## src/rtl/alu_slice_pkg.sv

```systemverilog
package alu_slice_pkg;

  typedef enum logic [1:0] {
    OP_OR  = 2'b00,
    OP_AND = 2'b01,
    OP_XOR = 2'b10,
    OP_ADD = 2'b11
  } alu_op_e;

  typedef enum logic [1:0] {
    CI_ZERO   = 2'b00,
    CI_ONE    = 2'b01,
    CI_EXT    = 2'b10,
    CI_ZERO_B = 2'b11
  } carry_src_e;

  function automatic logic pick_carry(input carry_src_e src, input logic ext);
    logic c;
    case (src)
      CI_ONE:  c = 1'b1;
      CI_EXT:  c = ext;
      default: c = 1'b0;
    endcase
    return c;
  endfunction

endpackage

```

## src/rtl/alu_operand_cond.sv

```systemverilog
module alu_operand_cond #(
  parameter int WIDTH   = 4,
  parameter bit CAN_INV = 1'b1
) (
  input  logic [WIDTH-1:0] bus_val,
  input  logic             zero_en,
  input  logic             inv_en,
  output logic [WIDTH-1:0] opnd
);

  logic [WIDTH-1:0] gated;

  always_comb begin
    gated = zero_en ? '0 : bus_val;
  end

  generate
    if (CAN_INV) begin : g_inv
      always_comb begin
        opnd = inv_en ? ~gated : gated;
      end
    end else begin : g_plain
      logic unused_inv;
      always_comb begin
        unused_inv = inv_en;
        opnd       = gated;
      end
    end
  endgenerate

  // Zero replacement precedes inversion.
  always_comb begin
    if (zero_en && inv_en && CAN_INV) begin
      p_zero_inv_r7: assert (opnd == {WIDTH{1'b1}})
        else $error("zero+invert must give all ones");
    end
    if (zero_en && !(inv_en && CAN_INV)) begin
      p_zero_r5: assert (opnd == '0)
        else $error("zero select must give zero");
    end
  end

endmodule

```

## src/rtl/alu_bitwise.sv

```systemverilog
module alu_bitwise #(
  parameter int WIDTH = 4
) (
  input  logic [WIDTH-1:0] a,
  input  logic [WIDTH-1:0] b,
  output logic [WIDTH-1:0] or_o,
  output logic [WIDTH-1:0] and_o,
  output logic [WIDTH-1:0] xor_o
);

  for (genvar i = 0; i < WIDTH; i++) begin : g_bit
    assign or_o[i]  = a[i] | b[i];
    assign and_o[i] = a[i] & b[i];
    assign xor_o[i] = a[i] ^ b[i];
  end

  // XOR and AND partition the OR set.
  always_comb begin
    p_partition_r3: assert (((and_o | xor_o) == or_o) && ((and_o & xor_o) == '0))
      else $error("bitwise outputs inconsistent");
  end

endmodule

```

## src/rtl/alu_ripple_add.sv

```systemverilog
module alu_ripple_add #(
  parameter int WIDTH = 4
) (
  input  logic [WIDTH-1:0] a,
  input  logic [WIDTH-1:0] b,
  input  logic             cin,
  output logic [WIDTH-1:0] sum,
  output logic             cout
);

  logic [WIDTH:0] chain;

  assign chain[0] = cin;

  for (genvar i = 0; i < WIDTH; i++) begin : g_fa
    logic prop;
    logic gen;
    assign prop        = a[i] ^ b[i];
    assign gen         = a[i] & b[i];
    assign sum[i]      = prop ^ chain[i];
    assign chain[i+1]  = gen | (prop & chain[i]);
  end

  assign cout = chain[WIDTH];

  logic [WIDTH:0] arith_ref;
  always_comb begin
    arith_ref = {1'b0, a} + {1'b0, b} + {{WIDTH{1'b0}}, cin};
    p_ripple_sum_r4: assert ({cout, sum} == arith_ref)
      else $error("ripple chain disagrees with arithmetic sum");
  end

endmodule

```

## src/rtl/alu_slice.sv

```systemverilog
module alu_slice
  import alu_slice_pkg::*;
#(
  parameter int WIDTH = 4
) (
  input  logic [WIDTH-1:0] lhs_bus,
  input  logic [WIDTH-1:0] rhs_bus,
  input  logic [1:0]       op_sel,
  input  logic             carry_ext,
  input  logic             lhs_zero,
  input  logic             rhs_zero,
  input  logic [1:0]       csel,
  input  logic             rhs_inv,
  output logic [WIDTH-1:0] result,
  output logic             adder_cout,
  output logic             lhs_msb_thru,
  output logic             rhs_msb_thru,
  output logic             carry_thru
);

  localparam int MSB = WIDTH - 1;

  logic [WIDTH-1:0] lhs_op;
  logic [WIDTH-1:0] rhs_op;
  logic [WIDTH-1:0] or_v;
  logic [WIDTH-1:0] and_v;
  logic [WIDTH-1:0] xor_v;
  logic [WIDTH-1:0] sum_v;
  logic             add_cin;
  alu_op_e          op;

  alu_operand_cond #(.WIDTH(WIDTH), .CAN_INV(1'b0)) u_lhs_cond (
    .bus_val (lhs_bus),
    .zero_en (lhs_zero),
    .inv_en  (1'b0),
    .opnd    (lhs_op)
  );

  alu_operand_cond #(.WIDTH(WIDTH), .CAN_INV(1'b1)) u_rhs_cond (
    .bus_val (rhs_bus),
    .zero_en (rhs_zero),
    .inv_en  (rhs_inv),
    .opnd    (rhs_op)
  );

  alu_bitwise #(.WIDTH(WIDTH)) u_logic (
    .a     (lhs_op),
    .b     (rhs_op),
    .or_o  (or_v),
    .and_o (and_v),
    .xor_o (xor_v)
  );

  always_comb begin
    add_cin = pick_carry(carry_src_e'(csel), carry_ext);
  end

  alu_ripple_add #(.WIDTH(WIDTH)) u_adder (
    .a    (lhs_op),
    .b    (rhs_op),
    .cin  (add_cin),
    .sum  (sum_v),
    .cout (adder_cout)
  );

  always_comb begin
    op = alu_op_e'(op_sel);
    case (op)
      OP_OR:   result = or_v;
      OP_AND:  result = and_v;
      OP_XOR:  result = xor_v;
      OP_ADD:  result = sum_v;
      default: result = or_v;
    endcase
  end

  assign lhs_msb_thru = lhs_bus[MSB];
  assign rhs_msb_thru = rhs_bus[MSB];
  assign carry_thru   = carry_ext;

  always_comb begin
    if (op_sel == 2'b00 && lhs_zero && !rhs_zero && !rhs_inv) begin
      p_move_r1: assert (result == rhs_bus)
        else $error("OR with zero left must move right operand");
    end
    if (csel == 2'b00 || csel == 2'b11) begin
      p_cin_zero_r8: assert (adder_cout == (({1'b0, lhs_op} + {1'b0, rhs_op}) > MSB'(0) + (1 << WIDTH) - 1))
        else $error("carry-out with forced zero carry-in wrong");
    end
  end

endmodule

```

## config.mk

```make
export PLATFORM = sky130hd
export DESIGN_NAME = alu_slice
export DESIGN_NICKNAME = d
export VERILOG_FILES = /design/src/rtl/alu_slice_pkg.sv /design/src/rtl/alu_operand_cond.sv /design/src/rtl/alu_bitwise.sv /design/src/rtl/alu_ripple_add.sv /design/src/rtl/alu_slice.sv
export SDC_FILE = /design/constraint.sdc
export NUM_CORES = 1
export LEC_CHECK = 0
export ABC_AREA = 1
export BUFFER_PORTS_ARGS = -buffer_cell sky130_fd_sc_hd__clkbuf_2
export CAP_MARGIN = 30
export CELL_PAD_IN_SITES_DETAIL_PLACEMENT = 0
export CELL_PAD_IN_SITES_GLOBAL_PLACEMENT = 1
export CORE_MARGIN = 2
export CORE_UTILIZATION = 34
export DETAILED_ROUTE_END_ITERATION = 16
export GPL_ROUTABILITY_DRIVEN = 0
export PLACE_DENSITY_LB_ADDON = 0.08
export SLEW_MARGIN = 10
export SYNTH_ARGS = -nofsm -noshare
export SYNTH_HDL_FRONTEND = slang
export SYNTH_HIERARCHICAL = 1
export SYNTH_SLANG_ARGS = --single-unit
```

## constraint.sdc

```tcl
create_clock -name vclk -period 3.1
set_input_delay 0.155 -clock vclk [all_inputs]
set_output_delay 0.155 -clock vclk [all_outputs]
set_load 0.01 [all_outputs]
```

==> flow_metrics.py, run 1 <==
metrics = {
    "power": {
        "ir_drop_v": 0.0000411,
        "p_sw_frac": 0.581,
        "power_density_nw_per_um2": 137,
        "pwr-share-clk": 0,
        "total_leakage_power_nw": 0.442,
        "power.internal_mw": 0.0382,
        "comb_power_share": 1.000,
        "finalPower_mw": 0.0910,
        "netSwitchingPower_mw": 0.0528,
        "p_seq_frac": 0,
    },
    "sta": {
        "final.setup.tns_ps": 0,
        "layout_min_cycle_time_ps": 2650,
        "maxSlewViolCount": 0,
        "hold_slack_ps": 513,
        "rsz0062_at_grt": "no",
        "worstMarginPinSlew_ps": 265,
        "fin_crit_sh": 0.854,
        "timing.fmax_mhz": 378,
        "hold_viol": 0,
        "setup_viol": 0,
        "max-slew-margin-rel": 0.822,
        "setup_slack_ps": 452,
    },
    "critical_path": {
        "cp_num_buf_inv": 7,
        "worst-setup-path-type": "in2out",
        "slowest_delay_ps": 400,
        "crit_slowest_cell": "fa_1",
        "endpoint_kind": "primary output",
        "cpMostUsedCell": "inv_1",
        "critPathLaunch": "csel[0]",
        "path_delay_family": "adder cells",
        "worstPathMaxFanout": 2,
        "cp_cell_sequence": "clkbuf_2 > inv_1 > ha_1 > a21oi_1 > nor2_1 > inv_1 > fa_1 > inv_1 > fa_1 > fa_1 > inv_1 > fa_1 > inv_1 > nand3_1 > nand4_1 > clkbuf_2",
        "crit_path_start_kind": "input port",
        "worst_ep_required_time_ps": 2940,
        "cp_data_arrival_time_ps": 2490,
    },
    "min_path": {
        "holdPathStages": 2,
        "hold_path_class": "in2out",
        "min_from": "carry_ext",
        "hold_path_end": "carry_thru",
    },
    "final_layout": {
        "nets": 145,
        "regArea_um2": 0,
        "seq_cells": 0,
        "num-clock-buffers": 0,
        "finalInstanceArea_um2": 666,
        "drive_above_1_share": 0.248,
        "diodes": 0,
        "stdcell_count": 129,
        "synthToLayoutAreaGrowth_pct": 16.7,
        "fin_util": 0.432,
    },
    "floorplanning": {
        "dieArea_um2": 2020,
        "start_util": 0.370,
        "io-pin-count": 24,
        "die_h_um": 45.0,
        "die_width_um": 45.0,
        "rows": 14,
        "placeableCoreArea_um2": 1540,
    },
    "yosys": {
        "netlist_area_um2": 571,
        "avgSynthCellArea_um2": 6.07,
        "ys_warn_count": 6,
        "synth_cells": 94,
        "synth_nets": 124,
    },
    "status": {
        "run_status": "finished, final reports clean",
    },
    "global_routing": {
        "grt_max_degree": 11,
        "grt_pass1_wl_um": 1880,
        "grt_pass1_vias": 515,
        "antenna_found_initial": 0,
        "overflow": 0,
        "grt_usage": 0.117,
    },
    "routing": {
        "ant_nets": 0,
        "wl_per_cell_um": 8.02,
        "via_count": 586,
        "drcViolationCount": 0,
        "drtIter0Drc": 1,
        "drtPass1Iterations": 4,
        "routed_wl_um": 1030,
        "vias_per_cell": 4.54,
    },
    "placed_design": {
        "dp_slack_ps": 425,
        "dp_cells": 129,
        "portBuffers": 24,
        "hpwl_um": 954,
        "place_area_um2": 666,
    },
    "clocking": {
        "post_cts_buffers": 0,
        "cts_hold_buf": 0,
        "cts-resized-gates": 0,
    },
    "job": {
        "cap_violations": 0,
    },
}
[metal layers]
layer | track usage | part of all wire | up-vias
met3 | 0.00400 | 0.051 | 0
met1 | 0.150 | 0.44 | 259
met2 | 0.229 | 0.50 | 12
li1 | - | - | 315
met4 | 0 | 0 | 0
met5 | 0 | 0 | -
[cell type report]
class / instances / area [um2]
fillers: 169 / 876
inverters: 32 / 120
multi-input cells: 57 / 405
well taps: 16 / 20.0
repair buffers: 24 / 120
[power groups by stage]
| stage | Sequential [mW] | Combinational [mW] | Clock, mW |
|---|---|---|---|
| 2_1_floorplan | 0 | 0.0656 | 0 |
| 3_3_place_gp | 0 | 0.0935 | 0 |
| 3_5_place_dp | 0 | 0.0937 | 0 |
| 4_1_cts | 0 | 0.0941 | 0 |
| 5_1_grt | 0 | 0.109 | 0 |
| 6_report | 0 | 0.0910 | 0 |
[worst max-delay path by stage]
stage,cells after the start,slack (ps),endpoint
4_1_cts,16,420,result[3]
3_5_place_dp,16,420,result[3]
2_1_floorplan,14,750,result[3]
5_1_grt,16,270,result[3]
3_3_place_gp,16,460,result[3]
6_report,16,450,result[3]
[cells in the final DEF (no fill, tap or decap)]
cell	count
a21oi_1	1
clkbuf_2	24
fa_1	4
ha_1	10
inv_1	29
inv_2	3
nand2_1	16
nand3_1	16
nand4_1	4
nor2_1	5
nor2_4	1
Note: power is estimated with default switching activity, not from simulation.
==> inputs of run 2 (changes only) <==
==> constraint.sdc (replaced) <==
create_clock -name vclk -period 3.1
set_input_delay 0.62 -clock vclk [all_inputs]
set_output_delay 0.62 -clock vclk [all_outputs]
set_load 0.01 [all_outputs]
==> run 2 against run 1 <==
Against the previous run: the flow now finishes with violations (negative setup slack); maximum frequency shrank 23%; sequential share of layout area is the same; highest routed layer unchanged; setup slack lost 770 ps; worst hold slack gained 930 ps; global-route usage grew 1.3 points; cell count grew 5.4%; critical endpoint unchanged; critical path depth is the same; via count grew 3.2%; sequential cell count is the same.
==> flow_metrics.py, run 2 (synthesis gave the netlist of run 1 again) <==
metrics = {
    "final_layout": {
        "num-clock-buffers": 0,
        "diodes": 0,
        "nets": 152,
        "seq_cells": 0,
        "final_cell_mix": "inv_1, clkbuf_2, nand2_1, nand3_1, ha_1",
        "multi_input_area_um2": 447,
        "synthToLayoutAreaGrowth_pct": 37.5,
        "drive_above_1_share": 0.383,
        "final_common_cell": "inv_1",
        "fillerInstances": 182,
        "regArea_um2": 0,
    },
    "global_routing": {
        "overflow": 0,
        "antenna_found_initial": 0,
        "grt_max_degree": 11,
        "grt_usage": 0.130,
        "grt_pass1_wl_um": 2020,
        "grt_pass1_vias": 535,
    },
    "critical_path": {
        "cp_cell_sequence": "buf_8 > inv_4 > ha_4 > a21oi_2 > nor2_1 > inv_1 > fa_2 > inv_2 > fa_2 > fa_2 > inv_2 > fa_1 > inv_1 > nand3_1 > nand4_1 > buf_2",
        "worst_ep_required_time_ps": 2480,
        "cpMostUsedCell": "fa_2",
        "critPathLaunch": "csel[0]",
        "worst-setup-path-type": "in2out",
        "endpoint_kind": "primary output",
        "cp_num_buf_inv": 7,
        "worstPathMaxFanout": 2,
        "crit_slowest_cell": "fa_1",
        "path_delay_family": "adder cells",
        "cp_data_arrival_time_ps": 2800,
        "slowest_delay_ps": 390,
        "crit_path_start_kind": "input port",
    },
    "power": {
        "power_density_nw_per_um2": 143,
        "finalPower_mw": 0.112,
        "total_leakage_power_nw": 0.478,
        "ir_drop_v": 0.0000664,
    },
    "floorplanning": {
        "placeableCoreArea_um2": 1540,
        "start_util": 0.370,
        "io-pin-count": 24,
        "rows": 14,
        "die_width_um": 45.0,
        "dieArea_um2": 2020,
        "die_h_um": 45.0,
    },
    "placed_design": {
        "portBuffers": 24,
        "hpwl_um": 993,
        "dp_slack_ps": -389,
    },
    "sta": {
        "setup_viol": 1,
        "worstMarginPinSlew_ps": 286,
        "fin_crit_sh": 1.10,
        "timing.fmax_mhz": 292,
        "rsz0062_at_grt": "yes",
        "max-slew-margin-rel": 0.808,
        "setup_slack_ps": -320,
        "hold_viol": 0,
        "maxSlewViolCount": 0,
        "layout_min_cycle_time_ps": 3420,
    },
    "routing": {
        "drcViolationCount": 0,
        "drtIter0Drc": 3,
        "wl_per_cell_um": 8.79,
        "routed_wl_um": 1200,
        "via_count": 605,
        "ant_nets": 0,
        "drtPass1Iterations": 4,
        "vias_per_cell": 4.45,
    },
    "clocking": {
        "cts_hold_buf": 0,
    },
    "min_path": {
        "hold_path_class": "in2out",
        "min_from": "lhs_bus[3]",
    },
    "status": {
        "violations": "negative setup slack",
        "run_status": "complete, but fails checks",
    },
    "job": {
        "cap_violations": 0,
    },
}
[run 2: cell count changes in the layout (fill, tap and decap cells not counted), sizes merged]
cell	change
buf	+12
clkbuf	-5
[run 2: area by class of cell]
type                            count  area share
Inverter                           32       0.159
Timing Repair Buffer               31       0.246
Tap cell                           16      0.0255
Multi-Input combinational cell     57       0.569
[run 2: worst paths after layout]
check / slack (ps) / endpoint / depth (start not counted)
worst min-delay path: 1440 / lhs_msb_thru / 2
worst max-delay path: -320 / result[3] / 16
[run 2: power breakdown]
| group | total (mW) | switching (mW) | internal [mW] |
|---|---|---|---|
| clock | 0 | 0 | 0 |
| sequential | 0 | 0 | 0 |
| combinational | 0.112 | 0.0602 | 0.0520 |
[run 2: timing repair]
| item | 4_1_cts | 5_1_grt |
|---|---|---|
| setup endpoints to repair | 3 | 3 |
| pin swaps | 1 | 0 |
| hold endpoints to repair | 0 | 0 |
| resized for setup | 11 | 9 |
| setup buffers | 0 | 0 |
[run 2: stage by stage]
stage               area [um2]  instances  TNS (ps)  utilization  hold slack, ps
floorplan                  576         94     -75.8            -            1330
CTS                        758        136      -386        0.492            1440
finish                     785        136      -320        0.509            1440
detailed placement         723        136      -523        0.469            1440
global placement           723        136      -498        0.469            1440
global route               785        136      -514        0.509            1450
[run 2: per-layer routing]
metal | global-route usage | vias to the layer above | part of all wire
met5 | 0 | - | 0
met4 | 0 | 0 | 0
met3 | 0.00400 | 0 | 0.045
met2 | 0.263 | 14 | 0.55
met1 | 0.159 | 263 | 0.41
li1 | - | 328 | -
